[src/rtl/dma4_pkg.sv]
package dma4_pkg;
  localparam int DW   = 8;
  localparam int RW   = 2 * DW;
  localparam int NCH  = 4;
  localparam int OFFW = 4;
  localparam int CHW  = $clog2(NCH);

  localparam logic [OFFW-1:0] OFF_STATUS = OFFW'(8);
  localparam logic [OFFW-1:0] OFF_SMASK  = OFFW'(9);
  localparam logic [OFFW-1:0] OFF_MODE   = OFFW'(10);
  localparam logic [OFFW-1:0] OFF_PCLR   = OFFW'(11);
  localparam logic [OFFW-1:0] OFF_AMASK  = OFFW'(12);

  localparam int MB_TOMEM  = 2;
  localparam int MB_AUTO   = 3;
  localparam int MB_DEMAND = 4;
  localparam int MB_CASC   = 5;
  localparam int SMB_SET   = 2;

  typedef struct packed {
    logic cascade;
    logic demand;
    logic autoinit;
    logic to_mem;
  } chmode_t;
endpackage

[src/rtl/dma4_chan.sv]
module dma4_chan
  import dma4_pkg::*;
(
  input  logic          clk,
  input  logic          rst_n,
  input  logic          ld_a_lo,
  input  logic          ld_a_hi,
  input  logic          ld_c_lo,
  input  logic          ld_c_hi,
  input  logic [DW-1:0] wdata,
  input  logic          mode_we,
  input  chmode_t       mode_in,
  input  logic          step,
  output chmode_t       mode_o,
  output logic [RW-1:0] cur_addr,
  output logic [RW-1:0] cur_cnt,
  output logic          at_tc,
  output logic          resting
);
  logic [RW-1:0] base_a_q, base_a_n, base_c_q, base_c_n;
  logic [RW-1:0] cur_a_q, cur_a_n, cur_c_q, cur_c_n;
  chmode_t       mode_q;
  logic          rest_q, rest_n;
  logic          move, ld_any;

  assign move   = step & ~mode_q.cascade;
  assign ld_any = ld_a_lo | ld_a_hi | ld_c_lo | ld_c_hi;

  always_comb begin
    base_a_n = base_a_q;
    base_c_n = base_c_q;
    cur_a_n  = cur_a_q;
    cur_c_n  = cur_c_q;
    if (ld_a_lo) begin base_a_n[DW-1:0]  = wdata; cur_a_n[DW-1:0]  = wdata; end
    if (ld_a_hi) begin base_a_n[RW-1:DW] = wdata; cur_a_n[RW-1:DW] = wdata; end
    if (ld_c_lo) begin base_c_n[DW-1:0]  = wdata; cur_c_n[DW-1:0]  = wdata; end
    if (ld_c_hi) begin base_c_n[RW-1:DW] = wdata; cur_c_n[RW-1:DW] = wdata; end
    if (move) begin
      if ((cur_c_q == '0) && mode_q.autoinit) begin
        cur_a_n = base_a_q;
        cur_c_n = base_c_q;
      end else begin
        cur_a_n = cur_a_q + RW'(1);
        cur_c_n = cur_c_q - RW'(1);
      end
    end
    rest_n = step & ~mode_q.demand & ~mode_q.cascade;
  end

  always_ff @(posedge clk or negedge rst_n) begin
    if (!rst_n) begin
      base_a_q <= '0;
      base_c_q <= '0;
    end else if (ld_any) begin
      base_a_q <= base_a_n;
      base_c_q <= base_c_n;
    end
  end

  always_ff @(posedge clk or negedge rst_n) begin
    if (!rst_n) begin
      cur_a_q <= '0;
      cur_c_q <= '0;
    end else if (ld_any | move) begin
      cur_a_q <= cur_a_n;
      cur_c_q <= cur_c_n;
    end
  end

  always_ff @(posedge clk or negedge rst_n) begin
    if (!rst_n)       mode_q <= '0;
    else if (mode_we) mode_q <= mode_in;
  end

  always_ff @(posedge clk or negedge rst_n) begin
    if (!rst_n) rest_q <= 1'b0;
    else        rest_q <= rest_n;
  end

  assign mode_o   = mode_q;
  assign cur_addr = cur_a_q;
  assign cur_cnt  = cur_c_q;
  assign at_tc    = (cur_c_q == '0) & ~mode_q.cascade;
  assign resting  = rest_q;
endmodule

[src/rtl/dma4_arb.sv]
module dma4_arb #(
  parameter int N = 4
) (
  input  logic [N-1:0] req,
  output logic [N-1:0] gnt
);
  for (genvar i = 0; i < N; i++) begin : g_pri
    if (i == 0) begin : g_first
      assign gnt[i] = req[i];
    end else begin : g_rest
      assign gnt[i] = req[i] & ~(|req[i-1:0]);
    end
  end
endmodule

[src/rtl/dma4_regif.sv]
module dma4_regif
  import dma4_pkg::*;
(
  input  logic            clk,
  input  logic            rst_n,
  input  logic            cs,
  input  logic            rd,
  input  logic            wr,
  input  logic [OFFW-1:0] addr,
  input  logic [DW-1:0]   wdata,
  output logic [DW-1:0]   rdata,
  input  logic [NCH-1:0]  dreq,
  output logic [NCH-1:0]  dack,
  output logic            bus_valid,
  output logic [RW-1:0]   bus_addr,
  output logic            bus_to_mem,
  output logic            bus_tc
);
  logic rs_q1, rs_q2, rst_int_n;

  always_ff @(posedge clk or negedge rst_n) begin
    if (!rst_n) begin
      rs_q1 <= 1'b0;
      rs_q2 <= 1'b0;
    end else begin
      rs_q1 <= 1'b1;
      rs_q2 <= rs_q1;
    end
  end
  assign rst_int_n = rs_q2;

  logic wr_acc, rd_acc, in_chan, wr_mode, rd_stat;
  logic [CHW-1:0] sel_ch;
  chmode_t mode_from_data;

  assign wr_acc  = cs & wr;
  assign rd_acc  = cs & rd;
  assign in_chan = (addr < OFFW'(2 * NCH));
  assign sel_ch  = addr[CHW:1];
  assign wr_mode = wr_acc & (addr == OFF_MODE);
  assign rd_stat = rd_acc & (addr == OFF_STATUS);

  assign mode_from_data.cascade  = wdata[MB_CASC];
  assign mode_from_data.demand   = wdata[MB_DEMAND];
  assign mode_from_data.autoinit = wdata[MB_AUTO];
  assign mode_from_data.to_mem   = wdata[MB_TOMEM];

  logic unused_wbits;
  assign unused_wbits = ^wdata[DW-1:MB_CASC+1];

  logic            ptr_q, ptr_n;
  logic [NCH-1:0]  mask_q, mask_n, stat_q, stat_n;
  logic [NCH-1:0]  elig, grant, ch_last, ch_rest, tc_now, auto_v, casc_v;
  chmode_t         ch_mode [NCH];
  logic [RW-1:0]   ch_addr [NCH];
  logic [RW-1:0]   ch_cnt  [NCH];

  for (genvar c = 0; c < NCH; c++) begin : g_ch
    logic hit;
    assign hit = wr_acc & in_chan & (sel_ch == CHW'(c));

    dma4_chan u_chan (
      .clk      (clk),
      .rst_n    (rst_int_n),
      .ld_a_lo  (hit & ~addr[0] & ~ptr_q),
      .ld_a_hi  (hit & ~addr[0] &  ptr_q),
      .ld_c_lo  (hit &  addr[0] & ~ptr_q),
      .ld_c_hi  (hit &  addr[0] &  ptr_q),
      .wdata    (wdata),
      .mode_we  (wr_mode & (wdata[CHW-1:0] == CHW'(c))),
      .mode_in  (mode_from_data),
      .step     (grant[c]),
      .mode_o   (ch_mode[c]),
      .cur_addr (ch_addr[c]),
      .cur_cnt  (ch_cnt[c]),
      .at_tc    (ch_last[c]),
      .resting  (ch_rest[c])
    );

    assign elig[c]   = dreq[c] & ~mask_q[c] & ~ch_rest[c] & ~wr_acc;
    assign tc_now[c] = grant[c] & ch_last[c];
    assign auto_v[c] = ch_mode[c].autoinit;
    assign casc_v[c] = ch_mode[c].cascade;
  end

  dma4_arb #(.N(NCH)) u_arb (
    .req (elig),
    .gnt (grant)
  );

  logic [RW-1:0] word;
  logic [DW-1:0] rdata_n;
  logic [RW-1:0] baddr_n;
  logic          bvalid_n, btom_n, btc_n;
  logic          mask_en, stat_en;

  always_comb begin
    mask_n = mask_q;
    if (wr_acc && (addr == OFF_SMASK)) mask_n[wdata[CHW-1:0]] = wdata[SMB_SET];
    if (wr_acc && (addr == OFF_AMASK)) mask_n = wdata[NCH-1:0];
    mask_n = mask_n | (tc_now & ~auto_v);

    if (wr_acc && (addr == OFF_PCLR))      ptr_n = 1'b0;
    else if ((wr_acc | rd_acc) && in_chan) ptr_n = ~ptr_q;
    else                                   ptr_n = ptr_q;

    stat_n = (rd_stat ? '0 : stat_q) | tc_now;

    word    = addr[0] ? ch_cnt[sel_ch] : ch_addr[sel_ch];
    rdata_n = '0;
    if (rd_acc) begin
      if (in_chan)      rdata_n = ptr_q ? word[RW-1:DW] : word[DW-1:0];
      else if (rd_stat) rdata_n = DW'(stat_q);
    end

    baddr_n = '0;
    btom_n  = 1'b0;
    for (int c = 0; c < NCH; c++) begin
      if (grant[c] && !casc_v[c]) begin
        baddr_n = baddr_n | ch_addr[c];
        btom_n  = btom_n | ch_mode[c].to_mem;
      end
    end
    bvalid_n = |(grant & ~casc_v);
    btc_n    = |tc_now;
  end

  assign mask_en = wr_acc | (|tc_now);
  assign stat_en = rd_stat | (|tc_now);

  always_ff @(posedge clk or negedge rst_int_n) begin
    if (!rst_int_n) mask_q <= '1;
    else if (mask_en) mask_q <= mask_n;
  end

  always_ff @(posedge clk or negedge rst_int_n) begin
    if (!rst_int_n) stat_q <= '0;
    else if (stat_en) stat_q <= stat_n;
  end

  always_ff @(posedge clk or negedge rst_int_n) begin
    if (!rst_int_n) ptr_q <= 1'b0;
    else            ptr_q <= ptr_n;
  end

  always_ff @(posedge clk or negedge rst_int_n) begin
    if (!rst_int_n) begin
      rdata      <= '0;
      dack       <= '0;
      bus_valid  <= 1'b0;
      bus_addr   <= '0;
      bus_to_mem <= 1'b0;
      bus_tc     <= 1'b0;
    end else begin
      rdata      <= rdata_n;
      dack       <= grant;
      bus_valid  <= bvalid_n;
      bus_addr   <= baddr_n;
      bus_to_mem <= btom_n;
      bus_tc     <= btc_n;
    end
  end
endmodule

[config.mk]
export PLATFORM = sky130hd
export DESIGN_NAME = dma4_regif
export DESIGN_NICKNAME = d
export VERILOG_FILES = /design/src/rtl/dma4_pkg.sv /design/src/rtl/dma4_chan.sv /design/src/rtl/dma4_arb.sv /design/src/rtl/dma4_regif.sv
export SDC_FILE = /design/constraint.sdc
export NUM_CORES = 1
export LEC_CHECK = 0
export BUFFER_PORTS_ARGS = -buffer_cell sky130_fd_sc_hd__buf_4
export CORE_UTILIZATION = 50
export CTS_CLUSTER_SIZE = 12
export DETAILED_ROUTE_END_ITERATION = 10
export PLACE_DENSITY_LB_ADDON = 0.3
export SYNTH_ARGS = -nofsm -noshare
export SYNTH_HDL_FRONTEND = slang
export SYNTH_SLANG_ARGS = --single-unit
[constraint.sdc]
create_clock -name clk -period 13.7 [get_ports clk]
set_input_delay 2.74 -clock clk [delete_from_list [all_inputs] [get_ports clk]]
set_output_delay 2.74 -clock clk [all_outputs]
set_load 0.01 [all_outputs]
# --- Word-level counts from Yosys, hierarchy flattened ---
# Cells that the tools add are included.
# W data, S select, Z words.
classes:
  n_addsub: 8
  magnitude_cmp: 4
  eq_ne: 11
  muxes: 59
  bitwise: 126
  reduce_logical: 76
op_table:
  columns: ["cell", "n"]
  rows:
  - ["$mux W16", 25]
  - ["$mux W8", 19]
  - ["$and A1 B1 Y1", 72]
  - ["$add A16 B1 Y16 const B", 4]
  - ["$bmux W16 S2", 2]
  - ["$logic_not A16 Y1", 4]
  - ["$reduce_and A2 Y1", 32]
  - ["$sub A16 B1 Y16 const B", 4]
  - ["$or A16 B16 Y16", 3]
  - ["$reduce_bool A2 Y1", 17]
  - ["$not A1 Y1", 22]
  - ["$or A1 B1 Y1", 22]
  - ["$eq A4 B4 Y1 const B", 5]
  - ["$mux W4", 4]
  - ["$logic_and A1 B1 Y1", 13]
  - ["$and A4 B4 Y4", 2]
  - ["$eq A2 B2 Y1 const B", 4]
  - ["$not A4 Y4", 2]
  - ["$or A4 B4 Y4", 2]
  - ["$reduce_or A4 Y1", 2]
  - ["$mux W1", 7]
  - ["$bwmux W4", 1]
  - ["$eq A2 B1 Y1 const B", 2]
  - ["$logic_not A1 Y1", 4]
  - ["other kinds (9)", 10]
totals:
  ff_bits: 318
  output_inout_bits: 31

# --- Longest topological paths before layout ---
depth:
  depth_word: 12
  ltp_mapped: 9

# --- Cells and area by module ---
# A second synthesis with hierarchy kept.
unflattened:
  hier_cells: 1757
  area_unflattened_um2: 17979.7
modules_own_cells:
  columns: ["mod", "n_inst", "cells_each", "area_each_um2", "seq_area_each_um2"]
  rows:
  - ["dma4_chan at g_ch[1].u_chan ...", 2, 383, 3709.8, 1726.7]
  - ["dma4_chan at g_ch[3].u_chan", 1, 355, 3774.9, 1726.7]
  - ["dma4_chan at g_ch[0].u_chan", 1, 355, 3766.1, 1726.7]
  - ["dma4_regif", 1, 277, 2982.9, 1056.0]
  - ["dma4_arb", 1, 4, 36.3, 0.0]

# --- Least setup slack after synthesis ---
# OpenSTA, ideal clock, no wires.
synth_path:
  path_type: "input port to flip-flop"
  from: "input port addr[3]"
  to: "register g_ch[1].u_chan.base_c_q[1]"
  t_arrival_ns: 4.244
  slack_ns: 9.331
  stages: 5
  path_cell_list: "clkbuf_1 -> nand3b_2 -> nor4_4 -> buf_4 -> mux2_2"
synth_via:
  elab_chain_cells: 9
  word_cells_on_any_way: 13
synth_lines:
  columns: ["item", "line_no", "rtl"]
  rows:
  - ["from (decl)", "dma4_regif.sv:9", "input logic [OFFW-1:0] addr,"]
  - ["$lt A4 B4 Y1 *", "dma4_regif.sv:38", "assign in_chan = (addr < OFFW'(2 * NCH));"]
  - ["$and A1 B1 Y1 * (2 in series)", "dma4_regif.sv:60", "assign hit = wr_acc & in_chan & (sel_ch == CHW'(c));"]
  - ["$and A1 B1 Y1", "dma4_regif.sv:65, dma4_regif.sv:66", null]
  - ["$and A1 B1 Y1, on equally long branches", "dma4_regif.sv:65, dma4_regif.sv:66", null]
  - ["$or A1 B1 Y1 (3 in series)", "dma4_chan.sv:27", "assign ld_any = ld_a_lo | ld_a_hi | ld_c_lo | ld_c_hi;"]
  - ["$reduce_and A2 Y1 (no line) *", null, null]
  - ["to (signal assigned)", "dma4_chan.sv:56", "base_c_q <= base_c_n;"]
  - ["to (decl)", "dma4_chan.sv:20", "logic [RW-1:0] base_a_q, base_a_n, base_c_q, base_c_n;"]
# Every way passes the cells marked *; elsewhere a longest branch is shown, timed or not.
# A chain may end at the register's enable or synchronous reset.

# --- Final worst setup path ---
layout_path:
  from: "input port addr[1]"
  to: "register g_ch[1].u_chan.cur_a_q[1]"
layout_via:
  elab_chain_cells: 10
  word_cells_on_any_way: 16
layout_lines:
  columns: ["item", "line_no", "rtl"]
  rows:
  - ["$lt A4 B4 Y1", "dma4_regif.sv:38", null]
  - ["$and A1 B1 Y1", "dma4_regif.sv:60", null]
  - ["$and A1 B1 Y1 *", "dma4_regif.sv:60", null]
  - ["$and A1 B1 Y1", "dma4_regif.sv:65, dma4_regif.sv:66", null]
  - ["$and A1 B1 Y1, on equally long branches", "dma4_regif.sv:65, dma4_regif.sv:66", null]
  - ["$or A1 B1 Y1 (3 in series)", "dma4_chan.sv:27", null]
  - ["$or A1 B1 Y1", "dma4_chan.sv:64", "end else if (ld_any | move) begin"]
  - ["$reduce_and A2 Y1 (no line) *", null, null]
  - ["to (signal assigned)", "dma4_chan.sv:65", "cur_a_q <= cur_a_n;"]
  - ["to (decl)", "dma4_chan.sv:21", "logic [RW-1:0] cur_a_q, cur_a_n, cur_c_q, cur_c_n;"]
# Marked as above.

==> metrics.txt <==
multi-input logic area 0.00946 mm²; Netlist cell types 78; R2R Path Start g_ch[0].u_chan.cur_cnt[4]; Ys Warns 0; vias per std cell 6.45; DP HPWL ~33000 µm; Post-route DRC 14; max frequency 211 MHz; setup TNS 0 ns; GR Util met2 44.9%; busiest layer in global routing met2; Worst Reg-to-Reg Cells 5; Hold-fix buffers, CTS 0; failing checks DRC; area grow syn2layout 8.93%; register bit total from synthesis 318; period utilization 34.5%; WL final 51200 µm; CTS buffer count 37; CTS-repair resized insts 0; Final Skew 0.0203 ns; RePlAce Congestion 0.926; Synth Area in XOR/XNOR 4.77%; Worst Path Arrival 5.11 ns; WL/cell 23.4 µm; syn nets 1773; routing usage on met3 roughly 4.1%; Rows 69; Nets 1731; minimum clock period 4.73 ns; vias in the first global route between 10k and 15k; Tightest Pin Transition between 1 and 1.5 ns; gr usage total 28.4%; synthesized area 0.0182 mm²; sequential fraction of the synthesis area 43.8%; I/O Buffers 51; drt pass-1 iters 10; Sequential Area 0.00797 mm²; Compound-Gate Fraction of Synth Area about a tenth; endpoint class of the critical path flop; hold_ws between 0.3 and 0.4 ns; Post-CTS Setup Bufs 0; initial antenna violation count 1; max_slew headroom 20.3%; largest family of logic cells by synthesized area multiplexers; Power Density 186 mW/mm²; hold endpoint rs_q2; status complete, but fails checks; Max Buffers Root-to-Sink 3; leakage power 8.32 nW; Synth Flop Type dfrtp_1; Congestion Overflow GR 0; CP cell instances buf_4 -> nand2b_1 -> nor4_4 -> mux2_2 -> nor2_1 -> a31oi_1; WHS Path Cells 0; Data required, critical path 14.08 ns; Mapped Avg Cell Area ~10 µm²; worst reg2reg path endpoint g_ch[0].u_chan.cur_cnt[9]; diode count 0; CP max stage delay 0.92 ns; min setup slack post-route around 9 ns; CP Launch Type input pin; Ports 52; Pins Over Slew Limit 0; TritonCTS clock tree built; largest net degree at the start of global routing 177; CP max stage cell nor4_4; crit path kind in2reg; post-synthesis mux area share roughly 20%; Die H 193 µm; H-tree Lvls 2; commonest non-fill, non-tap cell in the layout dfrtp_1; Synth Area in Simple Gates 16.6%; crit path max fanout 42; met1 usage 39.0%; peak supply drop 0.0823 mV; Core Footprint 0.0357 mm²; Fillers 3074; share of layout cells above drive strength 1 22.1%; via count 14.1k; dpl ws 8.45 ns; die extent in x 193 µm; R2R setup slack 10.77 ns; Synth Instances ~1.7k; worst skew pair latency 0.53 ns; final setup fails 0; hold wc startpoint rs_q1; starting DRC count in detailed routing 1576; die area 0.0372 mm²; RSZ-0062 raised after global routing no; Root Buffer clkbuf_16; maxcap violations 0; ys async rst share 100%; post-synthesis adder-cell area fraction 0.825%; CTS clk-pin slew, worst paths 0.06 ns; Initial Utilization 51.0%; Final Hold Viols 0; post-route ant nets 0; first-pass GRT wire length 80900 µm; number of synthesized flops with an enable pin 0; CTS sink cnt ~320; most frequent cells in the layout dfrtp_1, nand2_1, mux2_2; worst min-delay path class reg2reg
## sequential cells by signal, summed over array words and instances, names as in the netlist
name	cells
bus_addr	16
bus_tc	1
bus_to_mem	1
bus_valid	1
dack	4
g_ch.u_chan.base_a_q	64
g_ch.u_chan.base_c_q	64
g_ch.u_chan.cur_addr	64
g_ch.u_chan.cur_cnt	64
g_ch.u_chan.mode_o	16
g_ch.u_chan.resting	4
mask_q	4
ptr_q	1
rdata	8
rs_q1	1
rs_q2	1
stat_q	4
## stage by stage
| stage | utilization [%] | power [mW] | cell area, µm² | std cells |
|---|---|---|---|---|
| final | 55.6 | 3.69 | 19800 | 2186 |
| after global routing | 55.6 | 3.89 | 19800 | 2186 |
| after CTS | 55.6 | 3.68 | 19800 | 2186 |
| after detailed placement | 52.2 | 2.71 | 18600 | 2120 |
| after global placement | 52.2 | 2.67 | 18600 | 2120 |
| after floorplan | - | 2.34 | 18200 | 1740 |
## final cells by class
type                    instances  area share [%]
multi-input cells            1252            47.8
flip-flops and latches        318            40.2
clock buffers                  56            5.70
well taps                     461            2.91
repair buffers                 72            2.79
clock inverters                10           0.322
inverters                      17           0.322
## cell families after synthesis
group                      Yosys count
adders and majority gates           12
xor gates and xnor gates            99
AOI/OAI and AO/OA                  284
DFF                                318
muxes                              290
and+or+nand+nor                    566
other                                1
buffers and inverters              170
## worst max-delay path: cells and delay by family
family / cells / cell delay (ns)
compound gates: 1 / 0.06
buf+inv: 1 / 0.54
mux: 1 / 0.42
simple gates: 3 / 1.29
## how the worst max path moves through the flow
stage,end,cells past startpoint,start,slack (ns)
6_report,g_ch[1].u_chan.cur_addr[1],6,addr[1],8.97
5_1_grt,g_ch[1].u_chan.cur_cnt[6],6,addr[1],8.73
4_1_cts,g_ch[1].u_chan.cur_addr[1],6,addr[1],8.99
3_5_place_dp,g_ch[1].u_chan.cur_addr[1],6,addr[1],8.45
3_3_place_gp,g_ch[1].u_chan.cur_addr[4],6,addr[1],8.47
2_1_floorplan,bus_addr[0],0,rs_q2,4.19
## power by group
part,internal (mW),total (mW),switching [mW]
Combinational,0.548,1.08,0.531
Sequential,1.21,1.64,0.436
Clock,0.570,0.967,0.397
Total,2.32,3.69,1.36
## metal layers
| layer | vias up | wire [µm] |
|---|---|---|
| met1 | 7110 | 21600 |
| li1 | 6270 | - |
| met4 | 0 | 2230 |
| met2 | 600 | 23800 |
| met3 | 129 | 3580 |
| met5 | - | 0 |
## synth_stat cells, types with 6 or more instances
library cell	number	share of area (%)
dfrtp_1	314	43
nand3_1	40	1.1
o211ai_1	12	0.50
a211oi_1	11	0.45
inv_1	17	0.35
buf_2	34	0.94
a21oi_1	20	0.55
and2_1	8	0.28
nor3_1	41	1.1
nor2b_1	6	0.21
a31oi_1	33	1.1
xor2_1	31	1.5
and3_1	12	0.41
nor2_1	128	2.6
nor4_1	16	0.55
and4_1	11	0.53
nor4_4	11	1.3
nand4b_1	8	0.39
buf_4	14	0.58
ha_1	12	0.83
a222oi_1	16	0.88
nor3b_1	7	0.29
mux4_2	35	4.3
nand2_1	189	3.9
o21ai_1	10	0.28
buf_6	7	0.43
o22ai_1	56	1.9
clkbuf_1	92	1.9
mux2i_1	84	4.6
a21boi_0	6	0.25
xnor2_1	68	3.3
nand4_1	37	1.3
a221oi_1	12	0.58
nand2b_1	6	0.21
mux2_2	170	11
o21ai_0	80	2.2
(Power assumes the default switching activity.)
